**src/rtl/omc_pkg.sv**
```systemverilog
package omc_pkg;

    typedef enum logic [1:0] {
        FF_D  = 2'd0,
        FF_T  = 2'd1,
        FF_JK = 2'd2,
        FF_SR = 2'd3
    } ff_kind_e;

    typedef struct packed {
        logic stored;
    } cell_state_t;

endpackage

```
**src/rtl/omc_term_sum.sv**
```systemverilog
module omc_term_sum #(
    parameter int NATIVE_PT  = 3,
    parameter int MAX_BORROW = 6
) (
    input  logic [NATIVE_PT-1:0]  native_i,
    input  logic [MAX_BORROW-1:0] borrow_i,
    input  logic [MAX_BORROW-1:0] enable_i,
    output logic                  sum_o
);
    localparam int TERM_W = NATIVE_PT + MAX_BORROW;

    logic [MAX_BORROW-1:0] taken;
    logic [TERM_W-1:0]     all_terms;

    // Mask every borrowed term with its own enable bit.
    for (genvar i = 0; i < MAX_BORROW; i++) begin : g_borrow
        assign taken[i] = borrow_i[i] & enable_i[i];
    end

    assign all_terms = {taken, native_i};
    assign sum_o     = |all_terms;
endmodule

```
**src/rtl/omc_edge_det.sv**
```systemverilog
module omc_edge_det #(
    parameter int SYNC_STAGES = 0
) (
    input  logic clk,
    input  logic rst_n,
    input  logic sig_i,
    output logic rise_o
);
    // pipe_q[SYNC_STAGES] holds the previous sample; the stages below it are optional synchronizers.
    logic [SYNC_STAGES:0] pipe_d, pipe_q;
    logic                 smp;

    if (SYNC_STAGES == 0) begin : g_direct
        assign smp    = sig_i;
        assign pipe_d = sig_i;
    end else begin : g_sync
        assign smp    = pipe_q[SYNC_STAGES-1];
        assign pipe_d = {pipe_q[SYNC_STAGES-1:0], sig_i};
    end

    // Reset to all ones: a source that is already high after reset is not a rise.
    always_ff @(posedge clk or negedge rst_n) begin
        if (!rst_n) pipe_q <= '1;
        else        pipe_q <= pipe_d;
    end

    assign rise_o = smp & ~pipe_q[SYNC_STAGES];


    edge_single_chk: assert property (@(posedge clk) disable iff (!rst_n)
        rise_o |=> !rise_o);
endmodule

```
**src/rtl/omc_next_state.sv**
```systemverilog
module omc_next_state
    import omc_pkg::*;
(
    input  ff_kind_e kind_i,
    input  logic     q_i,
    input  logic     a_i,
    input  logic     b_i,
    output logic     nxt_o
);
    always_comb begin
        nxt_o = q_i;
        unique case (kind_i)
            FF_D:  nxt_o = a_i;
            FF_T:  nxt_o = q_i ^ a_i;
            FF_JK: begin
                unique case ({a_i, b_i})
                    2'b00:   nxt_o = q_i;
                    2'b01:   nxt_o = 1'b0;
                    2'b10:   nxt_o = 1'b1;
                    default: nxt_o = ~q_i;
                endcase
            end
            default: begin
                unique case ({a_i, b_i})
                    2'b01:   nxt_o = 1'b0;
                    2'b10:   nxt_o = 1'b1;
                    default: nxt_o = q_i;
                endcase
            end
        endcase
    end
endmodule

```
**src/rtl/pld_outcell.sv**
```systemverilog
module pld_outcell
    import omc_pkg::*;
#(
    parameter int NATIVE_PT   = 3,
    parameter int MAX_BORROW  = 6,
    parameter int DATA_W      = 8,
    parameter int BIT_POS     = 5,
    parameter int SYNC_STAGES = 0
) (
    input  logic                  clk,
    input  logic                  rst_n,
    input  logic [NATIVE_PT-1:0]  native_pt,
    input  logic [MAX_BORROW-1:0] borrow_pt,
    input  logic [MAX_BORROW-1:0] borrow_en,
    input  logic                  aux_pt,
    input  logic [1:0]            cfg_kind,
    input  logic                  cfg_clk_sel,
    input  logic                  cfg_out_reg,
    input  logic                  pin_clk,
    input  logic                  clk_pt,
    input  logic                  preset_pt,
    input  logic [1:0]            clr_pt,
    input  logic                  bus_wr,
    input  logic                  bus_rd,
    input  logic [DATA_W-1:0]     bus_wdata,
    output logic [DATA_W-1:0]     bus_rdata,
    output logic                  cell_out,
    output logic                  fb_out
);
    cell_state_t st_d, st_q;

    logic     sum;
    logic     sel_clk;
    logic     clk_rise;
    logic     ff_next;
    logic     clr_any;
    logic     reg_vis;
    ff_kind_e kind;

    omc_term_sum #(
        .NATIVE_PT (NATIVE_PT),
        .MAX_BORROW(MAX_BORROW)
    ) u_sum (
        .native_i(native_pt),
        .borrow_i(borrow_pt),
        .enable_i(borrow_en),
        .sum_o   (sum)
    );

    assign sel_clk = cfg_clk_sel ? clk_pt : pin_clk;

    omc_edge_det #(
        .SYNC_STAGES(SYNC_STAGES)
    ) u_edge (
        .clk   (clk),
        .rst_n (rst_n),
        .sig_i (sel_clk),
        .rise_o(clk_rise)
    );

    assign kind = ff_kind_e'(cfg_kind);

    omc_next_state u_ns (
        .kind_i(kind),
        .q_i   (st_q.stored),
        .a_i   (sum),
        .b_i   (aux_pt),
        .nxt_o (ff_next)
    );

    // Order of precedence: clear, preset, bus load, clocked update.
    always_comb begin
        clr_any = |clr_pt;
        st_d    = st_q;
        if (clr_any)        st_d.stored = 1'b0;
        else if (preset_pt) st_d.stored = 1'b1;
        else if (bus_wr)    st_d.stored = bus_wdata[BIT_POS];
        else if (clk_rise)  st_d.stored = ff_next;
    end

    always_ff @(posedge clk or negedge rst_n) begin
        if (!rst_n) st_q <= '0;
        else        st_q <= st_d;
    end

    // Preset and clear override the visible value without waiting for a clock.
    always_comb begin
        if (clr_any)        reg_vis = 1'b0;
        else if (preset_pt) reg_vis = 1'b1;
        else                reg_vis = st_q.stored;
    end

    always_comb begin
        bus_rdata          = '0;
        bus_rdata[BIT_POS] = bus_rd & reg_vis;
    end

    assign cell_out = cfg_out_reg ? reg_vis : sum;
    assign fb_out   = cell_out;


    clr_store_chk: assert property (@(posedge clk) disable iff (!rst_n)
        (|clr_pt) |=> !st_q.stored);


    clr_pin_chk: assert property (@(posedge clk) disable iff (!rst_n)
        (cfg_out_reg && (|clr_pt)) |-> !cell_out);


    preset_store_chk: assert property (@(posedge clk) disable iff (!rst_n)
        (preset_pt && !(|clr_pt)) |=> st_q.stored);


    bus_load_chk: assert property (@(posedge clk) disable iff (!rst_n)
        (bus_wr && !preset_pt && !(|clr_pt)) |=> (st_q.stored == $past(bus_wdata[BIT_POS])));


    no_edge_hold_chk: assert property (@(posedge clk) disable iff (!rst_n)
        (!clk_rise && !bus_wr && !preset_pt && !(|clr_pt)) |=> $stable(st_q.stored));


    rdata_onebit_chk: assert property (@(posedge clk) disable iff (!rst_n)
        $onehot0(bus_rdata));
endmodule

```
**config.mk**
```make
export PLATFORM = sky130hd
export DESIGN_NAME = pld_outcell
export DESIGN_NICKNAME = d
export VERILOG_FILES = /design/src/rtl/omc_pkg.sv /design/src/rtl/omc_term_sum.sv /design/src/rtl/omc_edge_det.sv /design/src/rtl/omc_next_state.sv /design/src/rtl/pld_outcell.sv
export SDC_FILE = /design/constraint.sdc
export NUM_CORES = 1
export LEC_CHECK = 0
export ABC_AREA = 1
export ABC_CLOCK_PERIOD_IN_PS = 1200
export BUFFER_PORTS_ARGS = -buffer_cell sky130_fd_sc_hd__buf_2
export CORE_UTILIZATION = 30
export DETAILED_ROUTE_END_ITERATION = 6
export GPL_TIMING_DRIVEN = 0
export PLACE_DENSITY = 0.69
export SYNTH_ARGS = -nofsm -noshare
export SYNTH_HDL_FRONTEND = slang
export SYNTH_SLANG_ARGS = --single-unit
```
**constraint.sdc**
```tcl
create_clock -name clk -period 1.2 [get_ports clk]
set_input_delay 0.12 -clock clk [delete_from_list [all_inputs] [get_ports clk]]
set_output_delay 0.12 -clock clk [all_outputs]
set_load 0.02 [all_outputs]
```
==> results.md <==
* Status: complete, but fails checks
* Failing checks: negative setup slack
* Critical R2R Capture: st_q$_DFFE_PN0P_
* RePlAce Congestion at around 0.8
* Cell family with most CP delay: simple AND/OR/NAND/NOR gates
* Critical-path cell list: buf_6 > nor2_2 > nand2_1 > nor2_2 > nand2_2 > ha_4 > nand2_2 > nand2_1 > o21bai_1 > a21oi_2 > nand2_1 > nand2_1 > nand2_1 > nand2_1 > nand2_1
* Layout cells sized above 1 at 0.500
* Initial DRC count at 0
* Filler cell count at approximately 140
* Pre-Repair DR Iteration Count at 1
* Final Hold Vio Count at 0
* Via Count at between 500 and 600
* Worst Hold End: u_edge.pipe_q$_DFF_PN1_
* Fmax at 803 MHz
* WHS at 0.0964 ns
* Synth top cells by count: nand2_1, inv_1, buf_4
* Clock latency on the worst-skew pair at roughly 0.23 ns
* RSZ-0062 raised after global routing: yes
* Die H at 39.7 um
* First-pass GRT wire length at between 1500 and 2000 um
* Core Box Area at 1320 sq um
* Clk_skew at between 0.007 and 0.008 ns
* Hold WC Path Type: in2reg
* Area grow syn2layout at 75.0%
* Area of the multi-input gates at 328 sq um
* Fin util at 0.565
* Worst r2r src: st_q$_DFFE_PN0P_
* DP Wirelength at approximately 860 um
* Fin crit period at 1.25 ns
* GRT overflow at 0
* Cell with the most instances after synthesis: nand2_1
* HP Start: cfg_clk_sel
* Cell area after synthesis at about 430 sq um
* Power Total at 445 uW
* CTS Root Cell: clkbuf_4
* Max cap viols at 0
* # IOs at 47
* # setup viols final at 2
* Deepest clock path buffer count at 2
* Synth Flop Type: dfstp_2
* CTS tree: built
* Pwr Density at ~600 nW/um^2
* Critical Path Fanout Max at 3
* FP Rows at 13
* H-tree levels at 1
* Nets@finish at 162
* Vias per cell at roughly 4
* DRC Markers at 0
* Synth area leader: nand2_1
* Clock slew at reported path FFs at 0.03 ns
* CP max stage cell: ha_4
* VDD IR-drop max at about 0.00050 V
* Asr flop ratio synth at 1.00
* R2R depth at 10
* WL/cell at 7.36 um
* Setup CP Type: in2reg
* Worst slack, placed at -0.359 ns
* Netlist cell types at 18
* Leak pwr at roughly 0.00046 uW
* Die Wd at 39.7 um
* Die area at 1570 sq um
* Total wire length at 979 um
* Arr. time, crit path at 1.36 ns
* Worst path most repeated cell: nand2_1
* Post-synth EDFFs at 0
* R2r setup slk at 0.06 ns
* Final Cycle Share at 1.04
* Antenna violations before repair at 0
* Tot GR Track Use at 0.148
* Synthesis Warnings at 0
* Critical Path Max Stage Delay at between 0.2 and 0.3 ns
* Post-placement cell count at 124
* Synth Register Bits at 2
* Vias in the first global route at 434
* Worst Hold Depth at 2
* Synth top area share at 0.185
* Largest cells by area after synthesis: nand2_1, ha_1, buf_4
* Critical Path Source Type: input pin
* Max Slew Vio Count at 0
* Initial Utilization at 0.323
* Post-synthesis sequential area ratio at 0.121
* Worst path required time at 1.31 ns
* Port Buffers at 32
* Num CTS Buffers at 3
* Pin count of the biggest net entering global routing at 5
* Syn Area/Cell at around 6 sq um
* Crit path capture type: flop
* Final Worst Setup Slack at -0.0458 ns
* Sinks on Clock Net at 2
* Final std cells w/o fill at roughly 130
* Flip-flop and latch area at 51.3 sq um
* ANT cells at 0
* Routed Antenna Nets at 0
* Post-Synthesis Cells at 71
* Worst Path Buf+Inv at 1
final cells by class:
class,count,area share
buffer,8,0.0807
multi-input combinational,56,0.440
clock buffer,4,0.0353
timing repair buffer,37,0.294
sequential,2,0.0689
tap,15,0.0252
inverter,11,0.0555
stage by stage:
step,area [sq um],setup TNS (ns)
3_3_place_gp,643,-0.359
5_1_grt,744,-0.316
2_1_floorplan,464,-0.123
3_5_place_dp,643,-0.391
4_1_cts,731,-0.0853
6_report,744,-0.0757
metal layers:
layer	GRT usage	up-vias	part of all wire
li1	-	296	-
met1	0.145	220	0.37
met2	0.279	26	0.56
met3	0.0341	0	0.076
met4	0.0776	0	0
met5	0	-	0
report_power, final:
group	internal [uW]	switching, uW
Clock	123	38.5
Combinational	105	100
Sequential	74.6	2.53
Total	303	141
sequential cells by signal, indices dropped and copies added (netlist names):
signal	count
u_edge.pipe_q	1
st_q	1
worst register-to-register path, cell delays in order, from the launching register on:
cell and delay, ns:
dfrtp_1 0.38, buf_4 0.16, nand2_2 0.05, nand2_1 0.04, o21bai_1 0.14, a21oi_2 0.04, nand2_1 0.07, nand2_1 0.05
nand2_1 0.05, nand2_1 0.04, nand2_1 0.05
cell usage in the layout (no fill, tap or decap):
cell type	Yosys	final
a21oi_1	4	3
a21oi_2	1	2
buf_2	0	29
buf_4	8	12
buf_6	0	3
clkbuf_1	0	1
clkbuf_4	0	3
conb_1	1	7
dfrtp_1	1	1
dfstp_2	1	1
dlygate4sd3_1	0	1
ha_1	6	5
ha_4	0	1
inv_1	11	11
nand2_1	21	20
nand2_2	1	2
nand3_1	2	2
nor2_1	6	4
nor2_2	2	4
nor3_1	1	1
nor3b_2	0	1
o21ai_1	1	2
o21ai_2	0	1
o21bai_1	1	1
worst max-delay path by stage:
stage	from	end	cells past startpoint
final	native_pt[2]	st_q$_DFFE_PN0P_	15
after global routing	native_pt[2]	st_q$_DFFE_PN0P_	15
after CTS	native_pt[2]	st_q$_DFFE_PN0P_	15
after detailed placement	native_pt[2]	st_q$_DFFE_PN0P_	15
after global placement	native_pt[2]	st_q$_DFFE_PN0P_	15
after floorplan	native_pt[2]	st_q$_DFFE_PN0P_	14
timing repair:
action                                  4_1_cts  5_1_grt
resized for setup                             6        6
endpoints found under the hold margin         2        0
endpoints found under the setup margin        4        3
hold buffers                                  1        0
buffers inserted                              4        0
pin swaps                                     2        1
kinds of logic (layout without fill, tap and decap cells):
group,count (synthesis),after routing,share of synthesized area
AO/OA/AOI/OAI,9,9,0.121
buffers and inverters,19,60,0.238
flip-flops,2,2,0.121
adder cells (fa/ha/maj),6,6,0.176
AND/OR/NAND/NOR,34,34,0.335
other,1,7,0.00882
(Power assumes the default switching activity.)
